## config.mk

```make
export PLATFORM = sky130hd
export DESIGN_NAME = i2c_target_responder
export DESIGN_NICKNAME = d
export VERILOG_FILES = /design/src/rtl/i2ct_pkg.sv /design/src/rtl/i2ct_linemon.sv /design/src/rtl/i2ct_mode.sv /design/src/rtl/i2ct_engine.sv /design/src/rtl/i2c_target_responder.sv
export SDC_FILE = /design/constraint.sdc
export NUM_CORES = 1
export LEC_CHECK = 0
export CORE_MARGIN = 2
export CORE_UTILIZATION = 25
export DETAILED_ROUTE_END_ITERATION = 8
export PLACE_DENSITY_LB_ADDON = 0.15
export SYNTH_ARGS = -nofsm -noshare
export SYNTH_HDL_FRONTEND = slang
export SYNTH_SLANG_ARGS = --single-unit
```

## constraint.sdc

```tcl
create_clock -name clk -period 1.8 [get_ports clk]
set_input_delay 0.36 -clock clk [delete_from_list [all_inputs] [get_ports clk]]
set_output_delay 0.36 -clock clk [all_outputs]
set_load 0.02 [all_outputs]
```

## src/rtl/i2ct_pkg.sv

```systemverilog
`timescale 1ns/1ps
package i2ct_pkg;

    localparam int ADDR_BITS = 7;

    typedef enum logic [2:0] {
        ST_IDLE,
        ST_ADDR,
        ST_AACK,
        ST_WR,
        ST_WACK,
        ST_RD,
        ST_RACK,
        ST_SKIP
    } eng_state_e;

    typedef struct packed {
        logic start;
        logic stop;
        logic rise;
        logic fall;
        logic sda;
    } bus_evt_t;

    function automatic logic addr_hit(input logic [ADDR_BITS:0] frame,
                                      input logic [ADDR_BITS-1:0] own);
        return frame[ADDR_BITS:1] == own;
    endfunction

endpackage

```

## src/rtl/i2ct_linemon.sv

```systemverilog
`timescale 1ns/1ps
module i2ct_linemon
    import i2ct_pkg::*;
#(
    parameter int SYNC_STAGES = 2
) (
    input  logic     clk,
    input  logic     rst,
    input  logic     scl_i,
    input  logic     sda_i,
    output bus_evt_t evt
);
    logic [SYNC_STAGES-1:0] scl_sync;
    logic [SYNC_STAGES-1:0] sda_sync;
    logic scl_q, sda_q;
    logic scl_n, sda_n;

    always_ff @(posedge clk) begin
        if (rst) begin
            scl_sync <= '1;
            sda_sync <= '1;
            scl_q    <= 1'b1;
            sda_q    <= 1'b1;
        end else begin
            scl_sync <= {scl_sync[SYNC_STAGES-2:0], scl_i};
            sda_sync <= {sda_sync[SYNC_STAGES-2:0], sda_i};
            scl_q    <= scl_n;
            sda_q    <= sda_n;
        end
    end

    assign scl_n = scl_sync[SYNC_STAGES-1];
    assign sda_n = sda_sync[SYNC_STAGES-1];

    always_comb begin
        evt.start = scl_n & scl_q & sda_q & ~sda_n;
        evt.stop  = scl_n & scl_q & ~sda_q & sda_n;
        evt.rise  = scl_n & ~scl_q;
        evt.fall  = ~scl_n & scl_q;
        evt.sda   = sda_n;
    end
endmodule

```

## src/rtl/i2ct_mode.sv

```systemverilog
`timescale 1ns/1ps
module i2ct_mode (
    input  logic clk,
    input  logic rst,
    input  logic en_cmd,
    input  logic dis_cmd,
    input  logic eng_idle,
    output logic active,
    output logic leaving
);
    always_ff @(posedge clk) begin
        if (rst) begin
            active  <= 1'b0;
            leaving <= 1'b0;
        end else if (en_cmd) begin
            active  <= 1'b1;
            leaving <= 1'b0;
        end else if (active && (leaving || dis_cmd) && eng_idle) begin
            active  <= 1'b0;
            leaving <= 1'b0;
        end else if (active && dis_cmd) begin
            leaving <= 1'b1;
        end
    end
endmodule

```

## src/rtl/i2ct_engine.sv

```systemverilog
`timescale 1ns/1ps
module i2ct_engine
    import i2ct_pkg::*;
#(
    parameter int DATA_W = 8
) (
    input  logic                 clk,
    input  logic                 rst,
    input  bus_evt_t             evt,
    input  logic [ADDR_BITS-1:0] own_addr,
    input  logic                 active,
    input  logic                 leaving,
    input  logic [DATA_W-1:0]    tx_data,
    input  logic                 tx_wr,
    input  logic                 rx_rd,
    output logic                 sda_oe,
    output logic [DATA_W-1:0]    rx_data,
    output logic                 rx_ready,
    output logic                 txn_done,
    output logic                 rx_store,
    output logic                 eng_idle
);
    localparam int CNT_W = $clog2(DATA_W + 1);
    localparam logic [CNT_W-1:0] ABYTE = CNT_W'(ADDR_BITS + 1);
    localparam logic [CNT_W-1:0] DBYTE = CNT_W'(DATA_W);

    eng_state_e        state;
    logic [CNT_W-1:0]  cnt;
    logic [DATA_W-1:0] sh_in, sh_out, hold;
    logic              hold_full, rw, nack;
    logic [DATA_W-1:0] next_byte;
    logic              addr_ok;

    assign next_byte = hold_full ? hold : '1;
    assign addr_ok   = active && !leaving && addr_hit(sh_in[ADDR_BITS:0], own_addr);
    assign rx_store  = (state == ST_WR) && evt.fall && (cnt == DBYTE)
                       && !evt.start && !evt.stop;
    assign eng_idle  = (state == ST_IDLE) || (state == ST_SKIP);

    always_ff @(posedge clk) begin
        if (rst) begin
            state     <= ST_IDLE;
            cnt       <= '0;
            sh_in     <= '0;
            sh_out    <= '1;
            hold      <= '0;
            hold_full <= 1'b0;
            rw        <= 1'b0;
            nack      <= 1'b0;
            sda_oe    <= 1'b0;
            rx_data   <= '0;
            rx_ready  <= 1'b0;
            txn_done  <= 1'b1;
        end else begin
            if (rx_rd) rx_ready <= 1'b0;

            if (evt.start) begin
                state    <= ST_ADDR;
                cnt      <= '0;
                sda_oe   <= 1'b0;
                txn_done <= 1'b0;
            end else if (evt.stop) begin
                state    <= ST_IDLE;
                sda_oe   <= 1'b0;
                txn_done <= 1'b1;
            end else begin
                unique case (state)
                    ST_ADDR: begin
                        if (evt.rise && cnt < ABYTE) begin
                            sh_in <= {sh_in[DATA_W-2:0], evt.sda};
                            cnt   <= cnt + 1'b1;
                        end else if (evt.fall && cnt == ABYTE) begin
                            if (addr_ok) begin
                                sda_oe <= 1'b1;
                                rw     <= sh_in[0];
                                state  <= ST_AACK;
                            end else begin
                                state    <= ST_SKIP;
                                txn_done <= 1'b1;
                            end
                        end
                    end
                    ST_AACK: begin
                        if (evt.fall) begin
                            cnt <= '0;
                            if (rw) begin
                                sh_out    <= next_byte;
                                hold_full <= 1'b0;
                                sda_oe    <= ~next_byte[DATA_W-1];
                                state     <= ST_RD;
                            end else begin
                                sda_oe <= 1'b0;
                                state  <= ST_WR;
                            end
                        end
                    end
                    ST_WR: begin
                        if (evt.rise && cnt < DBYTE) begin
                            sh_in <= {sh_in[DATA_W-2:0], evt.sda};
                            cnt   <= cnt + 1'b1;
                        end else if (evt.fall && cnt == DBYTE) begin
                            rx_data  <= sh_in;
                            rx_ready <= 1'b1;
                            sda_oe   <= 1'b1;
                            state    <= ST_WACK;
                        end
                    end
                    ST_WACK: begin
                        if (evt.fall) begin
                            sda_oe <= 1'b0;
                            cnt    <= '0;
                            state  <= leaving ? ST_SKIP : ST_WR;
                        end
                    end
                    ST_RD: begin
                        if (evt.rise && cnt < DBYTE) begin
                            cnt <= cnt + 1'b1;
                        end else if (evt.fall && cnt == DBYTE) begin
                            sda_oe <= 1'b0;
                            state  <= ST_RACK;
                        end else if (evt.fall && cnt != '0) begin
                            sda_oe <= ~sh_out[DATA_W-2];
                            sh_out <= {sh_out[DATA_W-2:0], 1'b1};
                        end
                    end
                    ST_RACK: begin
                        if (evt.rise) begin
                            nack <= evt.sda;
                        end else if (evt.fall) begin
                            if (nack || (leaving && !hold_full)) begin
                                sda_oe <= 1'b0;
                                state  <= ST_SKIP;
                            end else begin
                                cnt       <= '0;
                                sh_out    <= next_byte;
                                hold_full <= 1'b0;
                                sda_oe    <= ~next_byte[DATA_W-1];
                                state     <= ST_RD;
                            end
                        end
                    end
                    default: ;
                endcase
            end

            if (tx_wr) begin
                hold      <= tx_data;
                hold_full <= 1'b1;
            end
        end
    end
endmodule

```

## src/rtl/i2c_target_responder.sv

```systemverilog
`timescale 1ns/1ps
module i2c_target_responder
    import i2ct_pkg::*;
#(
    parameter int SYNC_STAGES = 2,
    parameter int DATA_W      = 8
) (
    input  logic                 clk,
    input  logic                 rst,
    input  logic                 scl_i,
    input  logic                 sda_i,
    output logic                 sda_oe,
    input  logic [ADDR_BITS-1:0] own_addr,
    input  logic                 en_cmd,
    input  logic                 dis_cmd,
    input  logic [DATA_W-1:0]    tx_data,
    input  logic                 tx_wr,
    output logic [DATA_W-1:0]    rx_data,
    input  logic                 rx_rd,
    output logic                 rx_ready,
    output logic                 txn_done,
    output logic                 slave_on
);
    bus_evt_t evt;
    logic     active, leaving, eng_idle, rx_store;
    logic     ev_start, ev_stop, ev_fall;

    assign ev_start = evt.start;
    assign ev_stop  = evt.stop;
    assign ev_fall  = evt.fall;
    assign slave_on = active;

    i2ct_linemon #(.SYNC_STAGES(SYNC_STAGES)) u_line (
        .clk   (clk),
        .rst   (rst),
        .scl_i (scl_i),
        .sda_i (sda_i),
        .evt   (evt)
    );

    i2ct_mode u_mode (
        .clk      (clk),
        .rst      (rst),
        .en_cmd   (en_cmd),
        .dis_cmd  (dis_cmd),
        .eng_idle (eng_idle),
        .active   (active),
        .leaving  (leaving)
    );

    i2ct_engine #(.DATA_W(DATA_W)) u_eng (
        .clk      (clk),
        .rst      (rst),
        .evt      (evt),
        .own_addr (own_addr),
        .active   (active),
        .leaving  (leaving),
        .tx_data  (tx_data),
        .tx_wr    (tx_wr),
        .rx_rd    (rx_rd),
        .sda_oe   (sda_oe),
        .rx_data  (rx_data),
        .rx_ready (rx_ready),
        .txn_done (txn_done),
        .rx_store (rx_store),
        .eng_idle (eng_idle)
    );
endmodule

```

==> results.sh <==
export IMPL_drive_gt1_share_pct=13.0
export IMPL_io_pins=35
export IMPL_fin_crit_sh_pct=95.1
export IMPL_cts_root_buf="clkbuf_8"
export IMPL_die_area_sq_um=11000
export IMPL_initial_core_util_pct=25.8
export IMPL_whs_path_depth=2
export IMPL_crit_family="buffers and inverters"
export IMPL_finalPower_mw=2.11
export IMPL_cts_tree="done"
export IMPL_pwr_share_comb_pct=9.9
export IMPL_wl_met1_microns=3140
export IMPL_ys_ff_latch=52
export IMPL_dr_max_layer_used="met4"
export IMPL_synth_edff_count=0
export IMPL_path_buf_inv=1
export IMPL_cts_max_level=2
export IMPL_clock_sinks=52
export IMPL_worstMarginPinSlew_ps=441
export IMPL_wirelength_microns=6180
export IMPL_netlist_area_sq_um=2530
export IMPL_syn_nets=319
export IMPL_core_sq_um=9820
export IMPL_numPlacedInstances=464
export IMPL_worstSetupPathType="reg2out"
export IMPL_clockPowerShare_pct=33.4
export IMPL_drt_pass1_iterations=4
export IMPL_r2r_start="u_eng.cnt[0]"
export IMPL_fin_util_pct=32.8
export IMPL_critPathLaunchType="flip-flop"
export IMPL_timing_final_hold_violations=0
export IMPL_internal_power_mw=1.56
export IMPL_fin_cells=472
export IMPL_ir_worst_vdd_v=0.000306
export IMPL_io_buffer_count=34
export IMPL_ys_types=51
export IMPL_holdPathEnd="u_line.scl_q"
export IMPL_grt_util_all_layers_pct=11.7
export IMPL_via_per_inst=4.53
export IMPL_syn2layout_area_growth_pct=27.1
export IMPL_setup_viol=0
export IMPL_final_max_slew_violation_count=0
export IMPL_place_ws_ps=-170
export IMPL_hold_path_class="in2reg"
export IMPL_drt_iter0_markers=106
export IMPL_seqPwrFrac_pct=56.7
export IMPL_vias=2140
export IMPL_cp_slowest_cell="clkdlybuf4s50_1"
export IMPL_dp_hpwl_microns=4440
export IMPL_r2r_setup_slack_ps=110
export IMPL_skew_ps=10.8
export IMPL_ant_nets=0
export IMPL_crit_required_ps=1440
export IMPL_antenna_found_initial=0
export IMPL_wl_per_cell_microns=13.1
export IMPL_synth_async_reset_ratio_pct=0
export IMPL_synth_area_per_cell_sq_um=8.62
export IMPL_grt_pass1_vias=2044
export IMPL_wl_met3_microns=198
export IMPL_route_detailed_drc=0
export IMPL_p_switching_mw=0.543
export IMPL_rsz0062_at_grt="true"
export IMPL_place_gp_congestion=0.765
export IMPL_clock_path_buffers=2
export IMPL_grt_ovfl_total=0
export IMPL_insertion_delay_ps=310
export IMPL_tns_ps=0
export IMPL_synth_top_flop_cell="dfxtp_1"
export IMPL_worstPathMaxFanout=3
export IMPL_fmax_mhz=584
export IMPL_p_leak_nw=1.47
export IMPL_end_kind="output port"
export IMPL_antenna_cells=0
export IMPL_wl_met2_microns=2760
export IMPL_clk_pin_slew_worst_paths_ps=110
export IMPL_syn_inst=294
export IMPL_yosysSeqAreaShare_pct=41.1
export IMPL_cpPeakStageDelay_ps=630
export IMPL_drv_cap=0
export IMPL_cts_setup_buffers=0
export IMPL_layout_nets=363
export IMPL_die_h_microns=105
export IMPL_grt_max_degree=46
export IMPL_worstRegToRegCells=8
export IMPL_outcome="finished, final reports clean"
export IMPL_fp_row_count=36
export IMPL_grt_first_pass_wirelength_microns=10500
export IMPL_cts_buffers=5
export IMPL_p_per_area_nw_per_um2=655
export IMPL_worst_endpoint_arrival_ps=1350
export IMPL_slew_headroom_pct=69.8
export IMPL_yosys_warnings=0
export IMPL_final_min_clock_period_ps=1710
export IMPL_switching_share_pct=25.8
export IMPL_hp_start="rst"
export IMPL_worstReg2RegEnd="u_eng.rw"
export IMPL_worstPathCellList="clkdlybuf4s50_1"
export IMPL_setup_ws_ps=88.8
export IMPL_die_w_microns=105
==> metrics by stage <==
step / cell area [sq um] / hold WS, ps
floorplan: 2530 / 389
finish: 3220 / 401
CTS: 3210 / 397
detailed placement: 3120 / 397
global route: 3220 / 421
global placement: 3120 / 397
==> power by group through the flow <==
stage | clock, mW | sequential (mW) | combinational (mW)
after floorplan | 0 | 1.21 | 0.114
after global placement | 0 | 1.22 | 0.209
after detailed placement | 0 | 1.22 | 0.209
after CTS | 0.747 | 1.20 | 0.210
after global routing | 0.789 | 1.20 | 0.233
final | 0.705 | 1.20 | 0.208
==> worst max-delay path by stage <==
stage                              start            to  cells past startpoint
after detailed placement     own_addr[3]  u_eng.sda_oe                      7
after CTS                 u_eng.txn_done      txn_done                      1
after floorplan            u_mode.active  u_eng.sda_oe                      5
after global placement       own_addr[3]  u_eng.sda_oe                      7
final                     u_eng.txn_done      txn_done                      1
after global routing        u_eng.cnt[0]      u_eng.rw                      8
==> cell usage after synthesis, drive strengths merged, types with 5 or more instances <==
| cell type | instances | area share, % |
|---|---|---|
| or2 | 7 | 1.7 |
| nand2 | 9 | 1.4 |
| o21ai | 20 | 4.0 |
| buf | 7 | 1.7 |
| nor2b | 6 | 1.5 |
| inv | 17 | 2.5 |
| nor2 | 48 | 7.1 |
| mux2i | 33 | 13 |
| nand2b | 5 | 1.5 |
| a21oi | 15 | 3.1 |
| dfxtp | 52 | 41 |
| clkbuf | 11 | 1.7 |
| xor2 | 8 | 2.8 |
==> flip-flops by register name (all words and copies together), names as in the netlist <==
register / cells
u_line.sda_q: 1
u_eng.cnt: 4
u_eng.sh_out: 7
u_mode.active: 1
u_eng.txn_done: 1
u_eng.state: 3
u_mode.leaving: 1
u_eng.sh_in: 8
u_eng.sda_oe: 1
u_line.scl_q: 1
u_line.sda_sync: 2
u_eng.rx_data: 8
u_line.scl_sync: 2
u_eng.nack: 1
u_eng.rx_ready: 1
u_eng.hold_full: 1
u_eng.hold: 8
u_eng.rw: 1
==> per-layer routing <==
| metal | GRT usage (%) | up-vias |
|---|---|---|
| li1 | - | 1102 |
| met1 | 16.5 | 1004 |
| met2 | 18.2 | 28 |
| met3 | 2.18 | 6 |
| met4 | 3.43 | 0 |
| met5 | 0 | - |
==> cells by family after synthesis <==
| kind of cell | synth area share (%) |
|---|---|
| simple gates | 20.4 |
| compound gates | 15.8 |
| flops | 41.1 |
| buf+inv | 5.93 |
| mux | 13.0 |
| xor+xnor | 2.77 |
| fa+ha+maj | 0.987 |
==> timing repair <==
| action | CTS | global route |
|---|---|---|
| endpoints found under the setup margin | 0 | 10 |
| resized for setup | 0 | 3 |
| hold buffers | 0 | 0 |
==> cells in the final DEF, fill, tap and decap left out, types with 2 or more instances in the layout <==
master / count
o21a_1: 2
or2_2: 6
nand3_1: 4
mux2i_1: 33
nor4_1: 2
a21oi_1: 14
o21ai_0: 20
o21bai_1: 3
o22ai_1: 2
a31oi_1: 4
a21boi_0: 3
dfxtp_1: 52
clkbuf_8: 5
nor2_1: 48
clkdlybuf4s50_1: 33
nand2b_1: 4
nand3b_1: 4
ha_1: 2
nor2b_1: 6
nor3_1: 2
o31ai_1: 2
nand4_1: 4
buf_4: 20
xor2_1: 8
inv_1: 17
nand2_1: 8
nor3b_1: 3
==> cell type report <==
type | count | area [sq um]
clock inverter | 3 | 22.5
multi-input combinational | 207 | 1350
inverter | 17 | 63.8
clock buffer | 5 | 68.8
timing repair buffer | 55 | 505
tap | 133 | 166
fill | 1097 | 6600
sequential | 52 | 1040
Power figures use the tool's default switching activity.
